<file path="src/rtl/irq_pkg.sv">
package irq_pkg;
    localparam int NUM_IRQ     = 2;
    localparam int NUM_SRC     = NUM_IRQ + 1;
    localparam int ADDR_W      = 16;
    localparam int CODE_W      = 4;
    localparam int SYNC_STAGES = 2;
    localparam int CFG_W       = (NUM_IRQ > 2) ? NUM_IRQ : 2;

    localparam logic [ADDR_W-1:0] TRAP_ADDR_NORM = 16'h0046;
    localparam logic [ADDR_W-1:0] TRAP_ADDR_DBG  = 16'h0003;
    localparam logic [CODE_W-1:0] CODE_IDLE      = 4'h0;
    localparam logic [CODE_W-1:0] CODE_TRAP      = 4'hF;

    // Source index 0 is the trap, index i>0 is interrupt line i-1.
    typedef struct packed {
        logic [NUM_SRC-1:0] pend;
        logic               active;
        logic               req;
        logic [ADDR_W-1:0]  addr;
        logic [CODE_W-1:0]  code;
    } svc_state_t;

    typedef struct packed {
        logic [NUM_IRQ-1:0] en;
        logic               dbg_trap;
        logic               pin_out;
    } cfg_state_t;
endpackage

</file>
<file path="src/rtl/irq_edge_sync.sv">
module irq_edge_sync #(
    parameter int STAGES = 2
) (
    input  logic clk,
    input  logic rst_n,
    input  logic din,
    output logic rise
);
    typedef struct packed {
        logic [STAGES-1:0] sh;
        logic              prev;
    } sync_t;

    sync_t st_d, st_q;

    always_comb begin
        st_d      = st_q;
        st_d.sh   = {st_q.sh[STAGES-2:0], din};
        st_d.prev = st_q.sh[STAGES-1];
        rise      = st_q.sh[STAGES-1] & ~st_q.prev;
    end

    always_ff @(posedge clk) begin
        if (!rst_n) st_q <= '0;
        else        st_q <= st_d;
    end

    // a level produces a single-cycle event
    a_r9_rise_single: assert property (@(posedge clk) disable iff (!rst_n)
        rise |=> !rise);
endmodule

</file>
<file path="src/rtl/irq_cfg_regs.sv">
module irq_cfg_regs
    import irq_pkg::*;
(
    input  logic               clk,
    input  logic               rst_n,
    input  logic               we,
    input  logic               sel,
    input  logic [CFG_W-1:0]   wdata,
    output logic [CFG_W-1:0]   rdata,
    output logic [NUM_IRQ-1:0] irq_en,
    output logic               dbg_trap,
    output logic               pin_out_mode
);
    cfg_state_t cfg_d, cfg_q;

    always_comb begin
        cfg_d = cfg_q;
        if (we) begin
            if (!sel) begin
                cfg_d.en = wdata[NUM_IRQ-1:0];
            end else begin
                cfg_d.dbg_trap = wdata[0];
                cfg_d.pin_out  = wdata[1];
            end
        end
        rdata = '0;
        if (!sel) rdata[NUM_IRQ-1:0] = cfg_q.en;
        else      rdata[1:0]         = {cfg_q.pin_out, cfg_q.dbg_trap};
    end

    always_ff @(posedge clk) begin
        if (!rst_n) cfg_q <= '0;
        else        cfg_q <= cfg_d;
    end

    assign irq_en       = cfg_q.en;
    assign dbg_trap     = cfg_q.dbg_trap;
    assign pin_out_mode = cfg_q.pin_out;

    a_r3_en_hold: assert property (@(posedge clk) disable iff (!rst_n)
        !we |=> $stable(irq_en));
endmodule

</file>
<file path="src/rtl/trap_pad_ctl.sv">
module trap_pad_ctl (
    input  logic clk,
    input  logic rst_n,
    input  logic pin_in,
    input  logic out_mode,
    input  logic bkpt_hit,
    output logic pin_out,
    output logic pin_oe,
    output logic trap_sense
);
    logic out_d, out_q;

    always_comb begin
        out_d      = out_mode & bkpt_hit;
        trap_sense = pin_in & ~out_mode;
        pin_oe     = out_mode;
    end

    always_ff @(posedge clk) begin
        if (!rst_n) out_q <= 1'b0;
        else        out_q <= out_d;
    end

    assign pin_out = out_q;

    a_r8_pulse_cause: assert property (@(posedge clk) disable iff (!rst_n)
        pin_out |-> $past(bkpt_hit));
endmodule

</file>
<file path="src/rtl/irq_arbiter.sv">
module irq_arbiter
    import irq_pkg::*;
(
    input  logic               clk,
    input  logic               rst_n,
    input  logic [NUM_SRC-1:0] rise,
    input  logic [NUM_IRQ-1:0] irq_en,
    input  logic               dbg_trap,
    input  logic               ret_exec,
    output logic               req,
    output logic [ADDR_W-1:0]  addr,
    output logic [CODE_W-1:0]  code,
    output logic               ack
);
    svc_state_t st_d, st_q;
    logic [NUM_SRC-1:0] eligible;
    logic [NUM_SRC-1:0] grant;
    logic               found;

    always_comb begin
        eligible = st_q.pend & {irq_en, 1'b1};
        grant    = '0;
        found    = 1'b0;
        for (int i = 0; i < NUM_SRC; i++) begin
            if (eligible[i] && !found) begin
                grant[i] = 1'b1;
                found    = 1'b1;
            end
        end

        st_d     = st_q;
        st_d.req = 1'b0;
        if (st_q.active) begin
            grant = '0;
            if (ret_exec) begin
                st_d.active = 1'b0;
                st_d.code   = CODE_IDLE;
            end
        end else if (found) begin
            st_d.active = 1'b1;
            st_d.req    = 1'b1;
            if (grant[0]) begin
                st_d.addr = dbg_trap ? TRAP_ADDR_DBG : TRAP_ADDR_NORM;
                st_d.code = CODE_TRAP;
            end else begin
                for (int i = 1; i < NUM_SRC; i++) begin
                    if (grant[i]) begin
                        st_d.addr = ADDR_W'(i);
                        st_d.code = CODE_W'(i);
                    end
                end
            end
        end
        st_d.pend = (st_q.pend & ~grant) | rise;
    end

    always_ff @(posedge clk) begin
        if (!rst_n) st_q <= '0;
        else        st_q <= st_d;
    end

    assign req  = st_q.req;
    assign addr = st_q.addr;
    assign code = st_q.code;
    assign ack  = st_q.active;

    a_r6_no_nest: assert property (@(posedge clk) disable iff (!rst_n)
        req |-> !$past(st_q.active));
    a_r5_ack_hold: assert property (@(posedge clk) disable iff (!rst_n)
        (st_q.active && !ret_exec) |=> (st_q.active && !st_q.req));
    a_r5_ret_clear: assert property (@(posedge clk) disable iff (!rst_n)
        (st_q.active && ret_exec) |=> (!st_q.active && st_q.code == CODE_IDLE));
    a_r7_grant_onehot: assert property (@(posedge clk) disable iff (!rst_n)
        $onehot0(grant));
    a_r2_addr_match: assert property (@(posedge clk) disable iff (!rst_n)
        (req && st_q.code != CODE_TRAP) |-> (st_q.addr == ADDR_W'(st_q.code)));
    a_r10_idle_ret: assert property (@(posedge clk) disable iff (!rst_n)
        (!st_q.active && !found) |=> !st_q.active);
endmodule

</file>
<file path="src/rtl/irq_trap_ctrl.sv">
module irq_trap_ctrl
    import irq_pkg::*;
(
    input  logic               clk,
    input  logic               rst_n,
    input  logic [NUM_IRQ-1:0] irq_in,
    input  logic               trap_in,
    output logic               trap_out,
    output logic               trap_oe,
    input  logic               bkpt_hit,
    input  logic               cfg_we,
    input  logic               cfg_sel,
    input  logic [CFG_W-1:0]   cfg_wdata,
    output logic [CFG_W-1:0]   cfg_rdata,
    input  logic               ret_exec,
    output logic               branch_req,
    output logic [ADDR_W-1:0]  branch_addr,
    output logic               svc_ack,
    output logic [CODE_W-1:0]  svc_code
);
    logic [NUM_IRQ-1:0] irq_en;
    logic               dbg_trap;
    logic               pin_out_mode;
    logic               trap_sense;
    logic [NUM_SRC-1:0] src_raw;
    logic [NUM_SRC-1:0] src_rise;

    irq_cfg_regs u_cfg (
        .clk(clk), .rst_n(rst_n), .we(cfg_we), .sel(cfg_sel),
        .wdata(cfg_wdata), .rdata(cfg_rdata), .irq_en(irq_en),
        .dbg_trap(dbg_trap), .pin_out_mode(pin_out_mode)
    );

    trap_pad_ctl u_pad (
        .clk(clk), .rst_n(rst_n), .pin_in(trap_in), .out_mode(pin_out_mode),
        .bkpt_hit(bkpt_hit), .pin_out(trap_out), .pin_oe(trap_oe),
        .trap_sense(trap_sense)
    );

    assign src_raw = {irq_in, trap_sense};

    for (genvar g = 0; g < NUM_SRC; g++) begin : g_src
        irq_edge_sync #(.STAGES(SYNC_STAGES)) u_sync (
            .clk(clk), .rst_n(rst_n), .din(src_raw[g]), .rise(src_rise[g])
        );
    end

    irq_arbiter u_arb (
        .clk(clk), .rst_n(rst_n), .rise(src_rise), .irq_en(irq_en),
        .dbg_trap(dbg_trap), .ret_exec(ret_exec), .req(branch_req),
        .addr(branch_addr), .code(svc_code), .ack(svc_ack)
    );

    a_r8_oe_quiet: assert property (@(posedge clk) disable iff (!rst_n)
        !trap_oe |=> !trap_out);
endmodule

</file>
<file path="config.mk">
export PLATFORM = sky130hd
export DESIGN_NAME = irq_trap_ctrl
export DESIGN_NICKNAME = d
export VERILOG_FILES = /design/src/rtl/irq_pkg.sv /design/src/rtl/irq_edge_sync.sv /design/src/rtl/irq_cfg_regs.sv /design/src/rtl/trap_pad_ctl.sv /design/src/rtl/irq_arbiter.sv /design/src/rtl/irq_trap_ctrl.sv
export SDC_FILE = /design/constraint.sdc
export NUM_CORES = 1
export LEC_CHECK = 0
export CORE_MARGIN = 2
export CORE_UTILIZATION = 45
export CTS_CLUSTER_DIAMETER = 40
export DETAILED_ROUTE_END_ITERATION = 12
export HOLD_SLACK_MARGIN = 0.06
export MAX_ROUTING_LAYER = met4
export PLACE_DENSITY = 0.8
export SYNTH_ARGS = -nofsm -noshare
export SYNTH_HDL_FRONTEND = slang
export SYNTH_SLANG_ARGS = --single-unit
</file>
<file path="constraint.sdc">
create_clock -name clk -period 2.3 [get_ports clk]
set_clock_uncertainty 0.15 [all_clocks]
set_input_delay 0.46 -clock clk [delete_from_list [all_inputs] [get_ports clk]]
set_output_delay 0.46 -clock clk [all_outputs]
set_load 0.02 [all_outputs]
</file>
==> impl_results.md <==
- Fin area: 1240 um^2
- Synth async-reset ratio: 0%
- Path depth of the worst reg2reg path: 3
- VDD IR max: 0.364 mV
- Flop2flop setup slack: 0.94 ns
- Largest net degree at the start of global routing: 20
- Leading area contributor after synthesis: dfxtp_1
- Top cell type's share of synthesized area: 46.7%
- Outcome: complete, no violations
- CTS H-Tree Depth: 1
- PortBufs: 24
- Critical path cell sequence: clkdlybuf4s15_1, mux2_2, clkdlybuf4s50_1
- Util after Layout: 55.6%
- Worst-skew pair later-pin latency: 0.30 ns
- Global-route wire length before repair: 2.95 mm
- Post-route DRC: 0
- Fin. max-slew vios: 0
- Vias in the first global route: 701
- CTS tree: done
- Worst EP required: 1.69 ns
- Tightest Hold Check Type: reg2reg
- # IOs: 37
- Final setup TNS: 0 ns
- Placer Congestion: 0.870
- Sequential fraction of the synthesis area: 46.7%
- Final Cycle Share: 97.6%
- Drt wl/cell: 11.0 um
- Routing usage on met1: 16.3%
- Layout cell share with drive strength beyond 1: 6.06%
- Final worst path period need: 2.25 ns
- Synthesized area: 1070 um^2
- Post-synth EDFFs: 0
- Height of the die: 52.8 um
- Reg clk slew, reported paths: 0.12 ns
- Fin. Hold Viols: 0
- Placed Area: 1220 um^2
- Vias after detailed routing: 768
- Yosys warnings: 0
- Initial DRC Count: 9
- Core ar.: 2230 um^2
- WP buf/inv: 2
- Measured slew at the worst slew-check pin: 0.544 ns
- Setup crit end kind: output pin
- Critical Path End: cfg_rdata[1]
- Worst R2R End: u_arb.code[1]
- Power Density: 616 nW/um^2
- Setup CP Type: in2out
- Leakage power: 0.504 nW
- Initial Util: 48.0%
- Drt total wl: 1.75 mm
- DIE AREA: 2790 um^2
- Cell with the most instances after synthesis: dfxtp_1
- Reg-to-Reg Start: u_arb.ack
- Vias per inst: 4.80
- Overflow left after global routing: 0
- Post-synth cell types: 30
- Commonest cells in the synthesized netlist: 25 x dfxtp_1, 21 x buf_4, 13 x nand2_1
- DRT Pass-1 Iters: 4
- Std-Cell Rows: 17
- Met3 Use GR: 4.00%
- Chip Width: 52.8 um
- Crit path launch type: input pin
- MaxCap Viol Count: 0
- RSZ-0062 raised after global routing: no
- Top area cells in the synthesized netlist: dfxtp_1 47%, buf_4 15%, and2_1 4.7%
- Initial antenna violation count: 0
- Clock buffer depth: 2
- WHS: 0.270 ns
- GRT busiest layer: met2
- Mapped Cells: 116
- Root Driver: clkbuf_4
- Synth-to-layout area growth: 16.0%
- Crit path max-delay family: buffers and inverters
- CTS sink cnt: 25
- Crit path DAT: 1.64 ns
- CP Depth: 3
- TritonCTS Buffers: 3
- Largest fanout on the critical path: 7
- Syn Area/Cell: 9.23 um^2
- Worst path slowest cell: clkdlybuf4s50_1
- Dpl hpwl: 1.35 mm
- Max incr delay on CP: 0.53 ns
- GRT Total Usage: 15.3%
- Setup crit start: cfg_sel
- #FFs+latches synth: 25
- Most used DFF post-synth: dfxtp_1
- Max Freq: 445 MHz
- Layout Nets: 144
- Slew Limit Headroom: 63.6%
- Grt met2 use: 24.6%
- Final setup violation count: 0
- Antenna Cells: 0
- Final ANT Viol Nets: 0
[power breakdown]
group	switching, W	internal (W)
Clock	0.000117	0.0000676
Combinational	0.0000600	0.0000524
Sequential	0.0000159	0.000452
Total	0.000192	0.000572
[cell families after synthesis]
group                  after synthesis  share of synthesized area [%]
flip-flops                          25                           46.7
other                                1                          0.350
buffers and inverters               27                           17.6
AND/OR/NAND/NOR                     36                           17.4
multiplexers                         3                           3.04
AO/OA/AOI/OAI                       24                           14.8
[stage by stage]
step	power, W	setup slack, ns	cells
final	0.000765	0.0541	160
after global routing	0.000807	0.0127	160
after CTS	0.000772	0.0230	160
after detailed placement	0.000592	-0.257	156
after global placement	0.000588	-0.217	156
after floorplan	0.000567	0.865	127
[state kept, by name, summed over array words and instances, names as in the netlist]
signal and cells:
u_pad.pin_out 1, u_cfg.irq_en 2, u_arb.st_q 3, g_src.u_sync.st_q 3, u_arb.ack 1, u_arb.addr 3, u_cfg.dbg_trap 1, u_arb.code 3
u_cfg.pin_out_mode 1, g_src.u_sync.st_d 6, u_arb.req 1
[repair_timing]
item,CTS,global route
hold buffers,0,0
resized for setup,2,1
setup buffers,0,0
setup endpoints to repair,2,1
[placed cells by master (no fill, tap or decap)]
master / instances
nor2b_1: 1
clkbuf_4: 3
and3_2: 1
mux2i_1: 1
o2bb2ai_1: 1
a21boi_0: 4
dfxtp_1: 25
conb_1: 12
o31a_1: 1
o21a_1: 4
nand3_1: 4
a21boi_1: 1
nand2_2: 1
nand2b_1: 2
buf_4: 1
nor3b_1: 1
o2111ai_1: 1
nand3b_1: 1
a21oi_1: 7
nand2_1: 13
inv_1: 3
and3_1: 2
clkdlybuf4s15_1: 1
nor2_1: 2
mux2_2: 2
clkbuf_1: 1
o21ai_0: 3
dlygate4sd2_1: 1
o22ai_1: 1
and2_1: 8
clkdlybuf4s50_1: 22
a22o_1: 1
[routing by layer]
| layer | vias to the layer above | part of all wire (%) |
|---|---|---|
| li1 | 385 | - |
| met2 | 26 | 50 |
| met4 | 0 | 2.1 |
| met5 | - | 0 |
| met1 | 353 | 43 |
| met3 | 4 | 5.1 |
[worst min path at each step]
stage	start	to	slack, ns	depth (start not counted)
floorplan	g_src[2].u_sync.st_q[0]	u_arb.st_q[24]	0.24	1
global placement	g_src[2].u_sync.st_q[0]	u_arb.st_q[24]	0.24	1
detailed placement	g_src[2].u_sync.st_q[0]	u_arb.st_q[24]	0.26	1
CTS	g_src[2].u_sync.st_q[0]	u_arb.st_q[24]	0.28	1
global route	g_src[2].u_sync.st_q[0]	u_arb.st_q[24]	0.29	1
finish	g_src[2].u_sync.st_q[0]	u_arb.st_q[24]	0.27	1
[cell type report]
| type | count | area [um^2] |
|---|---|---|
| repair buffers | 25 | 246 |
| fillers | 202 | 991 |
| clock buffers | 4 | 26.3 |
| flip-flops and latches | 25 | 500 |
| multi-input cells | 75 | 423 |
| well taps | 28 | 35.0 |
| inverters | 3 | 11.3 |
[worst reg2reg max path, stage by stage, from the launching register on]
cell and delay (ns):
dfxtp_1 0.59, nand2_1 0.17, and2_1 0.20, o21a_1 0.16
Note: power is estimated with default switching activity, not from simulation.
